--- config.mk ---
export PLATFORM = sky130hd
export DESIGN_NAME = operand_resolver
export DESIGN_NICKNAME = d
export VERILOG_FILES = /design/src/rtl/opres_pkg.sv /design/src/rtl/opres_lane.sv /design/src/rtl/opres_hop_cnt.sv /design/src/rtl/operand_resolver.sv
export SDC_FILE = /design/constraint.sdc
export NUM_CORES = 1
export LEC_CHECK = 0
export ABC_CLOCK_PERIOD_IN_PS = 1900
export BUFFER_PORTS_ARGS = -buffer_cell sky130_fd_sc_hd__buf_2
export CAP_MARGIN = 5
export CORE_UTILIZATION = 47
export DETAILED_ROUTE_END_ITERATION = 6
export PLACE_DENSITY = 0.88
export RECOVER_POWER = 100
export SYNTH_ARGS = -nofsm -noshare
export SYNTH_HDL_FRONTEND = slang
export SYNTH_SLANG_ARGS = --single-unit
export TNS_END_PERCENT = 20
--- constraint.sdc ---
create_clock -name clk -period 1.9 [get_ports clk]
set_input_delay 0 -clock clk [delete_from_list [all_inputs] [get_ports clk]]
set_output_delay 0 -clock clk [all_outputs]
set_load 0.01 [all_outputs]
--- src/rtl/opres_pkg.sv ---
package opres_pkg;
   typedef enum logic [2:0] {
      ST_IDLE,
      ST_PTR,
      ST_READ,
      ST_WRITE,
      ST_DONE,
      ST_FAULT
   } opres_state_e;
endpackage

--- src/rtl/opres_lane.sv ---
// Byte lane picker and merger for one data word.
module opres_lane #(
   parameter int DATA_W     = 16,
   parameter bit HI_ON_ZERO = 1'b1
) (
   input  logic [DATA_W-1:0]   word_i,
   input  logic                lane_i,
   input  logic [DATA_W/2-1:0] byte_i,
   output logic [DATA_W-1:0]   ext_o,
   output logic [DATA_W-1:0]   merged_o
);
   localparam int BW = DATA_W / 2;

   logic take_hi;

   generate
      if (HI_ON_ZERO) begin : g_hi_zero
         assign take_hi = ~lane_i;
      end else begin : g_hi_one
         assign take_hi = lane_i;
      end
   endgenerate

   always_comb begin
      if (take_hi) begin
         ext_o    = {{BW{1'b0}}, word_i[DATA_W-1:BW]};
         merged_o = {byte_i, word_i[BW-1:0]};
      end else begin
         ext_o    = {{BW{1'b0}}, word_i[BW-1:0]};
         merged_o = {word_i[DATA_W-1:BW], byte_i};
      end
   end
endmodule

--- src/rtl/opres_hop_cnt.sv ---
// Counts pointer fetches of one request and flags the last allowed one.
module opres_hop_cnt #(
   parameter int MAX_HOPS = 16
) (
   input  logic clk,
   input  logic rst_n,
   input  logic clear_i,
   input  logic step_i,
   output logic last_o
);
   localparam int CNT_W = $clog2(MAX_HOPS);

   logic [CNT_W-1:0] cnt_q;

   always_ff @(posedge clk or negedge rst_n) begin
      if (!rst_n) begin
         cnt_q <= '0;
      end else if (clear_i) begin
         cnt_q <= '0;
      end else if (step_i && !last_o) begin
         cnt_q <= cnt_q + 1'b1;
      end
   end

   assign last_o = (cnt_q == CNT_W'(MAX_HOPS - 1));
endmodule

--- src/rtl/operand_resolver.sv ---
module operand_resolver
   import opres_pkg::*;
#(
   parameter int DATA_W          = 16,
   parameter int MAX_HOPS        = 16,
   parameter bit HI_LANE_ON_ZERO = 1'b1
) (
   input  logic              clk,
   input  logic              rst_n,
   input  logic              req_i,
   input  logic [DATA_W-1:0] addr_i,
   input  logic              byte_i,
   input  logic              we_i,
   input  logic [DATA_W-1:0] wdata_i,
   output logic              mem_req_o,
   output logic              mem_we_o,
   output logic [DATA_W-2:0] mem_addr_o,
   output logic [DATA_W-1:0] mem_wdata_o,
   input  logic [DATA_W-1:0] mem_rdata_i,
   input  logic              mem_ready_i,
   output logic [DATA_W-1:0] result_o,
   output logic              done_o,
   output logic              fault_o
);
   localparam int WA  = DATA_W - 1;
   localparam int MSB = DATA_W - 1;
   localparam int BW  = DATA_W / 2;

   generate
      if (DATA_W < 4 || (DATA_W % 2) != 0) begin : g_bad_width
         $error("operand_resolver: DATA_W must be even and at least 4");
      end
      if (MAX_HOPS < 2) begin : g_bad_hops
         $error("operand_resolver: MAX_HOPS must be at least 2");
      end
   endgenerate

   opres_state_e      state_q;
   logic [WA-1:0]     addr_q;
   logic              byte_q;
   logic              we_q;
   logic              lane_q;
   logic [DATA_W-1:0] wdata_q;
   logic [DATA_W-1:0] result_q;

   logic              start;
   logic              ptr_step;
   logic              hop_last;
   logic [DATA_W-1:0] byte_ext;
   logic [DATA_W-1:0] merged;

   assign start    = (state_q == ST_IDLE) && req_i;
   assign ptr_step = (state_q == ST_PTR) && mem_ready_i;

   opres_lane #(.DATA_W(DATA_W), .HI_ON_ZERO(HI_LANE_ON_ZERO)) u_lane (
      .word_i  (mem_rdata_i),
      .lane_i  (lane_q),
      .byte_i  (wdata_q[BW-1:0]),
      .ext_o   (byte_ext),
      .merged_o(merged)
   );

   opres_hop_cnt #(.MAX_HOPS(MAX_HOPS)) u_hops (
      .clk    (clk),
      .rst_n  (rst_n),
      .clear_i(start),
      .step_i (ptr_step),
      .last_o (hop_last)
   );

   always_ff @(posedge clk or negedge rst_n) begin
      if (!rst_n) begin
         state_q  <= ST_IDLE;
         addr_q   <= '0;
         byte_q   <= 1'b0;
         we_q     <= 1'b0;
         lane_q   <= 1'b0;
         wdata_q  <= '0;
         result_q <= '0;
      end else begin
         case (state_q)
            ST_IDLE: begin
               if (req_i) begin
                  byte_q  <= byte_i;
                  we_q    <= we_i;
                  wdata_q <= wdata_i;
                  if (byte_i) begin
                     addr_q  <= addr_i[DATA_W-1:1];
                     lane_q  <= addr_i[0];
                     state_q <= ST_READ;
                  end else begin
                     addr_q <= addr_i[WA-1:0];
                     lane_q <= 1'b0;
                     if (addr_i[MSB]) state_q <= ST_PTR;
                     else if (we_i)   state_q <= ST_WRITE;
                     else             state_q <= ST_READ;
                  end
               end
            end
            ST_PTR: begin
               if (mem_ready_i) begin
                  if (mem_rdata_i[MSB] && hop_last) begin
                     state_q <= ST_FAULT;
                  end else begin
                     addr_q <= mem_rdata_i[WA-1:0];
                     if (mem_rdata_i[MSB]) state_q <= ST_PTR;
                     else if (we_q)        state_q <= ST_WRITE;
                     else                  state_q <= ST_READ;
                  end
               end
            end
            ST_READ: begin
               if (mem_ready_i) begin
                  if (byte_q && we_q) begin
                     wdata_q <= merged;
                     state_q <= ST_WRITE;
                  end else begin
                     result_q <= byte_q ? byte_ext : mem_rdata_i;
                     state_q  <= ST_DONE;
                  end
               end
            end
            ST_WRITE: begin
               if (mem_ready_i) begin
                  result_q <= wdata_q;
                  state_q  <= ST_DONE;
               end
            end
            ST_DONE:  state_q <= ST_IDLE;
            ST_FAULT: state_q <= ST_IDLE;
            default:  state_q <= ST_IDLE;
         endcase
      end
   end

   assign mem_req_o   = (state_q == ST_PTR) || (state_q == ST_READ) ||
                        (state_q == ST_WRITE);
   assign mem_we_o    = (state_q == ST_WRITE);
   assign mem_addr_o  = addr_q;
   assign mem_wdata_o = wdata_q;
   assign result_o    = result_q;
   assign done_o      = (state_q == ST_DONE);
   assign fault_o     = (state_q == ST_FAULT);
endmodule

== Yosys cells after proc, flatten, opt, wreduce, memory -nomap -nowiden ==
Cells that the tools add are included.

* Flip-flop bits (word level): 57
* Input port bits: 54
* Output and inout port bits: 51
* Word-level logic and storage cells: 74

* $add $sub $neg: 1
* Eq/ne operators: 14
* Multiplexer cells: 31
* Reduce and logical (&&, ||, !) cells: 19

{| class="wikitable"
|+ Operators with widths
! kind !! number
|-
| $mux W16 || 8
|-
| $pmux W16 S2 || 2
|-
| $mux W15 || 4
|-
| $pmux W15 S2 || 1
|-
| $mux W3 || 6
|-
| $reduce_and A4 Y1 || 4
|-
| $ne A2 B2 Y1 const B || 7
|-
| $pmux W3 S4 || 1
|-
| $mux W4 || 2
|-
| $mux W8 || 1
|-
| $reduce_bool A2 Y1 || 4
|-
| $eq A3 B2 Y1 const B || 2
|-
| $eq A3 B3 Y1 const B || 2
|-
| $mux W2 || 3
|-
| $logic_and A1 B1 Y1 || 5
|-
| $reduce_and A5 Y1 || 1
|-
| $add A4 B1 Y4 const B || 1
|-
| $eq A4 B4 Y1 const B || 1
|-
| $eq A3 B1 Y1 const B || 1
|-
| $logic_not A3 Y1 || 1
|-
| $mux W1 || 3
|-
| $logic_or A1 B1 Y1 || 2
|-
| $ne A2 B1 Y1 const B || 1
|-
| $reduce_and A2 Y1 || 1
|-
| $logic_not A1 Y1 || 1
|}

== Logic depth before layout (Yosys ltp) ==
* Depth in word-level cells: 5
* Gate-level depth with buffers: 7
* Mapped depth without buffers: 4

== By module ==
A second synthesis with hierarchy kept.

* Cell total of the unflattened synthesis: 296
* Area, all modules: 3819.9 um^2

{| class="wikitable"
|+ Modules (own cells, without submodules)
! module !! times used !! cells an instance !! area each (um^2) !! seq. area each (um^2)
|-
| operand_resolver || 1 || 240 || 3130.5 || 1326.3
|-
| opres_lane || 1 || 36 || 460.4 || 0.0
|-
| opres_hop_cnt || 1 || 20 || 229.0 || 100.1
|}

== Worst setup path before layout ==
OpenSTA, ideal clock, no wires.

* Path kind: register to register
* Start point: register u_hops.cnt_q[0]
* End point: register addr_q[9] (netlist: mem_addr_o[9])
* Setup time: 65 ps
* Arrival: 1670 ps
* Data required time: 1835 ps
* Setup slack: 165 ps
* Cell stages (with the launch flop): 6
* Buffers on the path: 1
* Clock period less this slack: 1735 ps
* Path through: dfrtp_1 > ha_1 > and4_1 > a2111oi_4 > buf_2 > o22a_1

* Cells in the longest elaborated chain, start to end: 4

{| class="wikitable"
|+ RTL lines
! item !! line !! source
|-
| start: declaration || opres_hop_cnt.sv:13 || <nowiki>logic [CNT_W-1:0] cnt_q;</nowiki>
|-
| start signal: assignment || opres_hop_cnt.sv:21 || <nowiki>cnt_q <= cnt_q + 1'b1;</nowiki>
|-
| $eq A4 B4 Y1 || opres_hop_cnt.sv:25 || <nowiki>assign last_o = (cnt_q == CNT_W'(MAX_HOPS - 1));</nowiki>
|-
| $logic_and A1 B1 Y1 || operand_resolver.sv:102 || <nowiki>if (mem_rdata_i[MSB] && hop_last) begin</nowiki>
|-
| $ne A2 B2 Y1 (no source line) || n/a ||
|-
| $reduce_and A4 Y1 (no source line) || n/a ||
|-
| end signal: assignment || operand_resolver.sv:88 || <nowiki>addr_q <= addr_i[DATA_W-1:1];</nowiki>
|-
| end signal: assignment || operand_resolver.sv:92 || <nowiki>addr_q <= addr_i[WA-1:0];</nowiki>
|-
| end signal: assignment || operand_resolver.sv:105 || <nowiki>addr_q <= mem_rdata_i[WA-1:0];</nowiki>
|-
| end: declaration || operand_resolver.sv:39 || <nowiki>logic [WA-1:0] addr_q;</nowiki>
|}

No other way between the ends.
A chain may end at the register's enable or synchronous reset.

== Worst setup path in the final report ==
* Start point: register state_q[1]
* End point: register wdata_q[0] (netlist: mem_wdata_o[0])

* Cells in the longest elaborated chain, start to end: 3
* Elaborated cells on any way between the ends: 9
* Classes of those cells: 5 x eq/ne; 1 x mux; 3 x reduce/logical

{| class="wikitable"
|+ RTL lines
! item !! line !! source
|-
| start: declaration || operand_resolver.sv:38 || <nowiki>opres_state_e state_q;</nowiki>
|-
| start signal: assignment || operand_resolver.sv:73 || <nowiki>state_q <= ST_IDLE;</nowiki>
|-
| start signal: assignment || operand_resolver.sv:90 || <nowiki>state_q <= ST_READ;</nowiki>
|-
| start signal: assignment || operand_resolver.sv:94 || <nowiki>if (addr_i[MSB]) state_q <= ST_PTR;</nowiki>
|-
| $eq A3 B2 Y1 / $logic_not A3 Y1 (equally long branches) || operand_resolver.sv:81 || <nowiki>case (state_q)</nowiki>
|-
| $ne A2 B2 Y1 (no source line) / $reduce_bool A2 Y1 (equally long branches) || n/a ||
|-
| $reduce_and A5 Y1 (no source line) || n/a ||
|-
| end signal: assignment || operand_resolver.sv:86 || <nowiki>wdata_q <= wdata_i;</nowiki>
|-
| end signal: assignment || operand_resolver.sv:115 || <nowiki>wdata_q <= merged;</nowiki>
|-
| end: declaration || operand_resolver.sv:43 || <nowiki>logic [DATA_W-1:0] wdata_q;</nowiki>
|}

Parallel ways exist; a longest one is shown, timed or not.

==> impl_metrics.yaml <==
outcome:
  status: "finished clean"
floorplanning:
  fp.dieH_um: 89.1
  num_io_pins: 105
  fp-row-count: 31
  dieArea_um2: 7930
  start_util: 0.489
  die_x_um: 89.1
  core-area_um2: 7290
synth:
  synth_area_per_cell_um2: 10.3
  synth.distinct_cells: 48
  ys_ff_latch: 57
  synth-async-reset-ratio: 1.00
  synth-main-ff-cell: "dfrtp_1"
  ys_seq_area_frac: 0.400
  postSynthCellCount: 345
  synth_top_cell_by_area: "dfrtp_1"
  synth-edff-count: 0
  synth_nets: 400
  syn_area_um2: 3560
  ys_warn_count: 0
  ys_top_cells_by_area: "dfrtp_1, mux2i_1, mux2_2, o21ai_0, o22a_1"
  netlist.area_leader.share: 0.400
layout:
  nNetsFinal: 510
  drive_above_1_share: 0.276
  finish.instance_area_um2: 4360
  final_common_cell: "dfrtp_1"
  instances_no_fill: 559
  layout_common_cells: "dfrtp_1, buf_2, clkbuf_1"
  area_delta_synth_final_pct: 22.3
  postLayoutCoreUtil: 0.597
  n_antenna_cell: 0
clocking:
  htree_levels: 3
  clockRootBuffer: "clkbuf_8"
  clockBufferDepth: 2
  clkLatencyLatePin_ns: 0.35
  post_cts_resized: 0
  path_clk_slew_ns: 0.07
  cts_tree: "done"
  cts_buffers: 9
  cts_sinks: 57
worst_setup_path:
  crit_path_frequent_cell: "mux2_2"
  arrival_ns: 2.03
  path_cells: "buf_6, nor3b_2, buf_4, mux2_2, mux2_2"
  max_stage_delay_ns: 0.36
  crit_type: "reg -> reg"
  r2r-start: "state_q[1]$_DFFE_PN0P_"
  cpMaxStageDelayCell: "mux2_2"
  worstReg2RegEnd: "mem_wdata_o[0]$_DFFE_PN0P_"
  critPathBufInv: 2
  critPathMaxFanout: 38
  worstPathRequired_ns: 2.14
  rr_worst_depth: 5
  cp_top_family: "multiplexers"
  ff2ff_setup_slack_ns: 0.11
  worstSetupEndpointType: "register"
  startpoint_type: "register"
route:
  first_pass_iters: 5
  initialDrtViolationCount: 345
  vias: 3348
  postRouteAntennaNets: 0
  drc_errors: 0
  wire_per_inst_um: 18.4
  wl_um: 10300
  viasPerCell: 5.99
hold_path:
  hold_depth: 3
  hold_end: "state_q[1]$_DFFE_PN0P_"
  worstHoldPathType: "in -> reg"
  min_from: "mem_ready_i"
pwr:
  p_leak_nw: 1.88
  power_density_nw_per_um2: 1560
  ir_drop_mv: 0.627
sta:
  worst_slew_pin_slew_ns: 1.40
  fin_skew_ns: 0.00574
  setup_tns_ns: 0
  finalCriticalPeriod_ns: 1.79
  setup_viol: 0
  maxSlewViolCount: 0
  slew_headroom: 0.0687
  period_share: 0.942
  clock.fmax_mhz: 559
  finalHoldViolations: 0
  rsz0062_at_grt: "no"
global_routing:
  grt_max_degree: 39
  grt_antenna_before_repair: 0
  grt_pass1_vias: 3101
  grt_pass1_wl_um: 16000
  track_usage: 0.271
  grt_overflow: 0
placed_design:
  portBuffers: 104
  hpwl_um: 7400
  dpl_cell_area_um2: 4230
  placedCellCount: 539
  gp_congestion: 0.842
flow_run:
  cap_violations: 0
## power by group
part | switching (mW) | internal, mW | total, mW
registers | 0.517 | 1.78 | 2.30
logic | 1.91 | 1.58 | 3.49
clock network | 0.551 | 0.469 | 1.02
total | 2.98 | 3.83 | 6.80
## flip-flops by register name (all words and copies together) (netlist names)
| register | count |
|---|---|
| we_q | 1 |
| state_q | 3 |
| lane_q | 1 |
| mem_addr_o | 15 |
| u_hops.cnt_q | 4 |
| mem_wdata_o | 16 |
| result_o | 16 |
| byte_q | 1 |
## metal layers
| layer | part of all wire | vias to the layer above | track usage | routed length [µm] |
|---|---|---|---|---|
| met5 | 0 | - | 0 | 0 |
| met4 | 0.028 | 0 | 0.117 | 285 |
| met3 | 0.079 | 34 | 0.0471 | 811 |
| met2 | 0.47 | 178 | 0.413 | 4820 |
| met1 | 0.42 | 1617 | 0.383 | 4370 |
| li1 | - | 1519 | - | - |
## per-stage QoR
stage                     setup WS, ns  power, mW  hold slack (ns)
after global routing            0.0321       7.27           0.0288
final                            0.111       6.80          0.00636
after floorplan                  0.165       4.59           -0.296
after global placement           0.218       5.74          0.00517
after CTS                        0.148       6.90          0.00624
after detailed placement         0.168       5.87           0.0176
## cell usage after synthesis (12+ instances only)
cell      instances
a21oi_1          12
a22oi_1          16
clkbuf_1         15
dfrtp_1          57
mux2_2           26
mux2i_1          32
nor2_1           20
nor2b_1          17
nor4b_1          15
o21ai_0          29
o22a_1           16
## worst reg2reg max path, cell delays in order, from the launching register on
cell     delay [ns]
dfrtp_1        0.35
buf_6          0.27
nor3b_2        0.23
buf_4          0.20
mux2_2         0.37
mux2_2         0.27
## final cells by class
cell class	count	area, µm²
multi-input cells	249	1930
inverters	6	22.5
clock buffers	9	124
well taps	99	124
clock inverters	7	46.3
repair buffers	132	682
fillers	629	2940
flip-flops and latches	57	1430
## worst max-delay path by stage
stage,from,to,cells after the start
2_1_floorplan,u_hops.cnt_q[0]$_DFFE_PN0P_,mem_addr_o[9]$_DFFE_PN0P_,5
3_3_place_gp,state_q[0]$_DFFE_PN0P_,mem_wdata_o[3]$_DFFE_PN0P_,5
3_5_place_dp,u_hops.cnt_q[0]$_DFFE_PN0P_,mem_addr_o[0]$_DFFE_PN0P_,4
4_1_cts,state_q[0]$_DFFE_PN0P_,mem_wdata_o[6]$_DFFE_PN0P_,5
5_1_grt,state_q[2]$_DFFE_PN0P_,result_o[3]$_DFFE_PN0P_,4
6_report,state_q[1]$_DFFE_PN0P_,mem_wdata_o[0]$_DFFE_PN0P_,5
## logic make-up after synthesis
kind of cell	synth area share
compound gates	0.198
fa+ha+maj	0.00351
buf+inv	0.0565
flops	0.400
mux	0.172
simple gates	0.169
## what timing repair did
action / 4_1_cts / 5_1_grt
hold buffers: 3 / 0
endpoints found under the setup margin: 0 / 2
hold endpoints to repair: 24 / 0
setup buffers: 0 / 1
No activity file was read; power rests on OpenSTA's default activity.
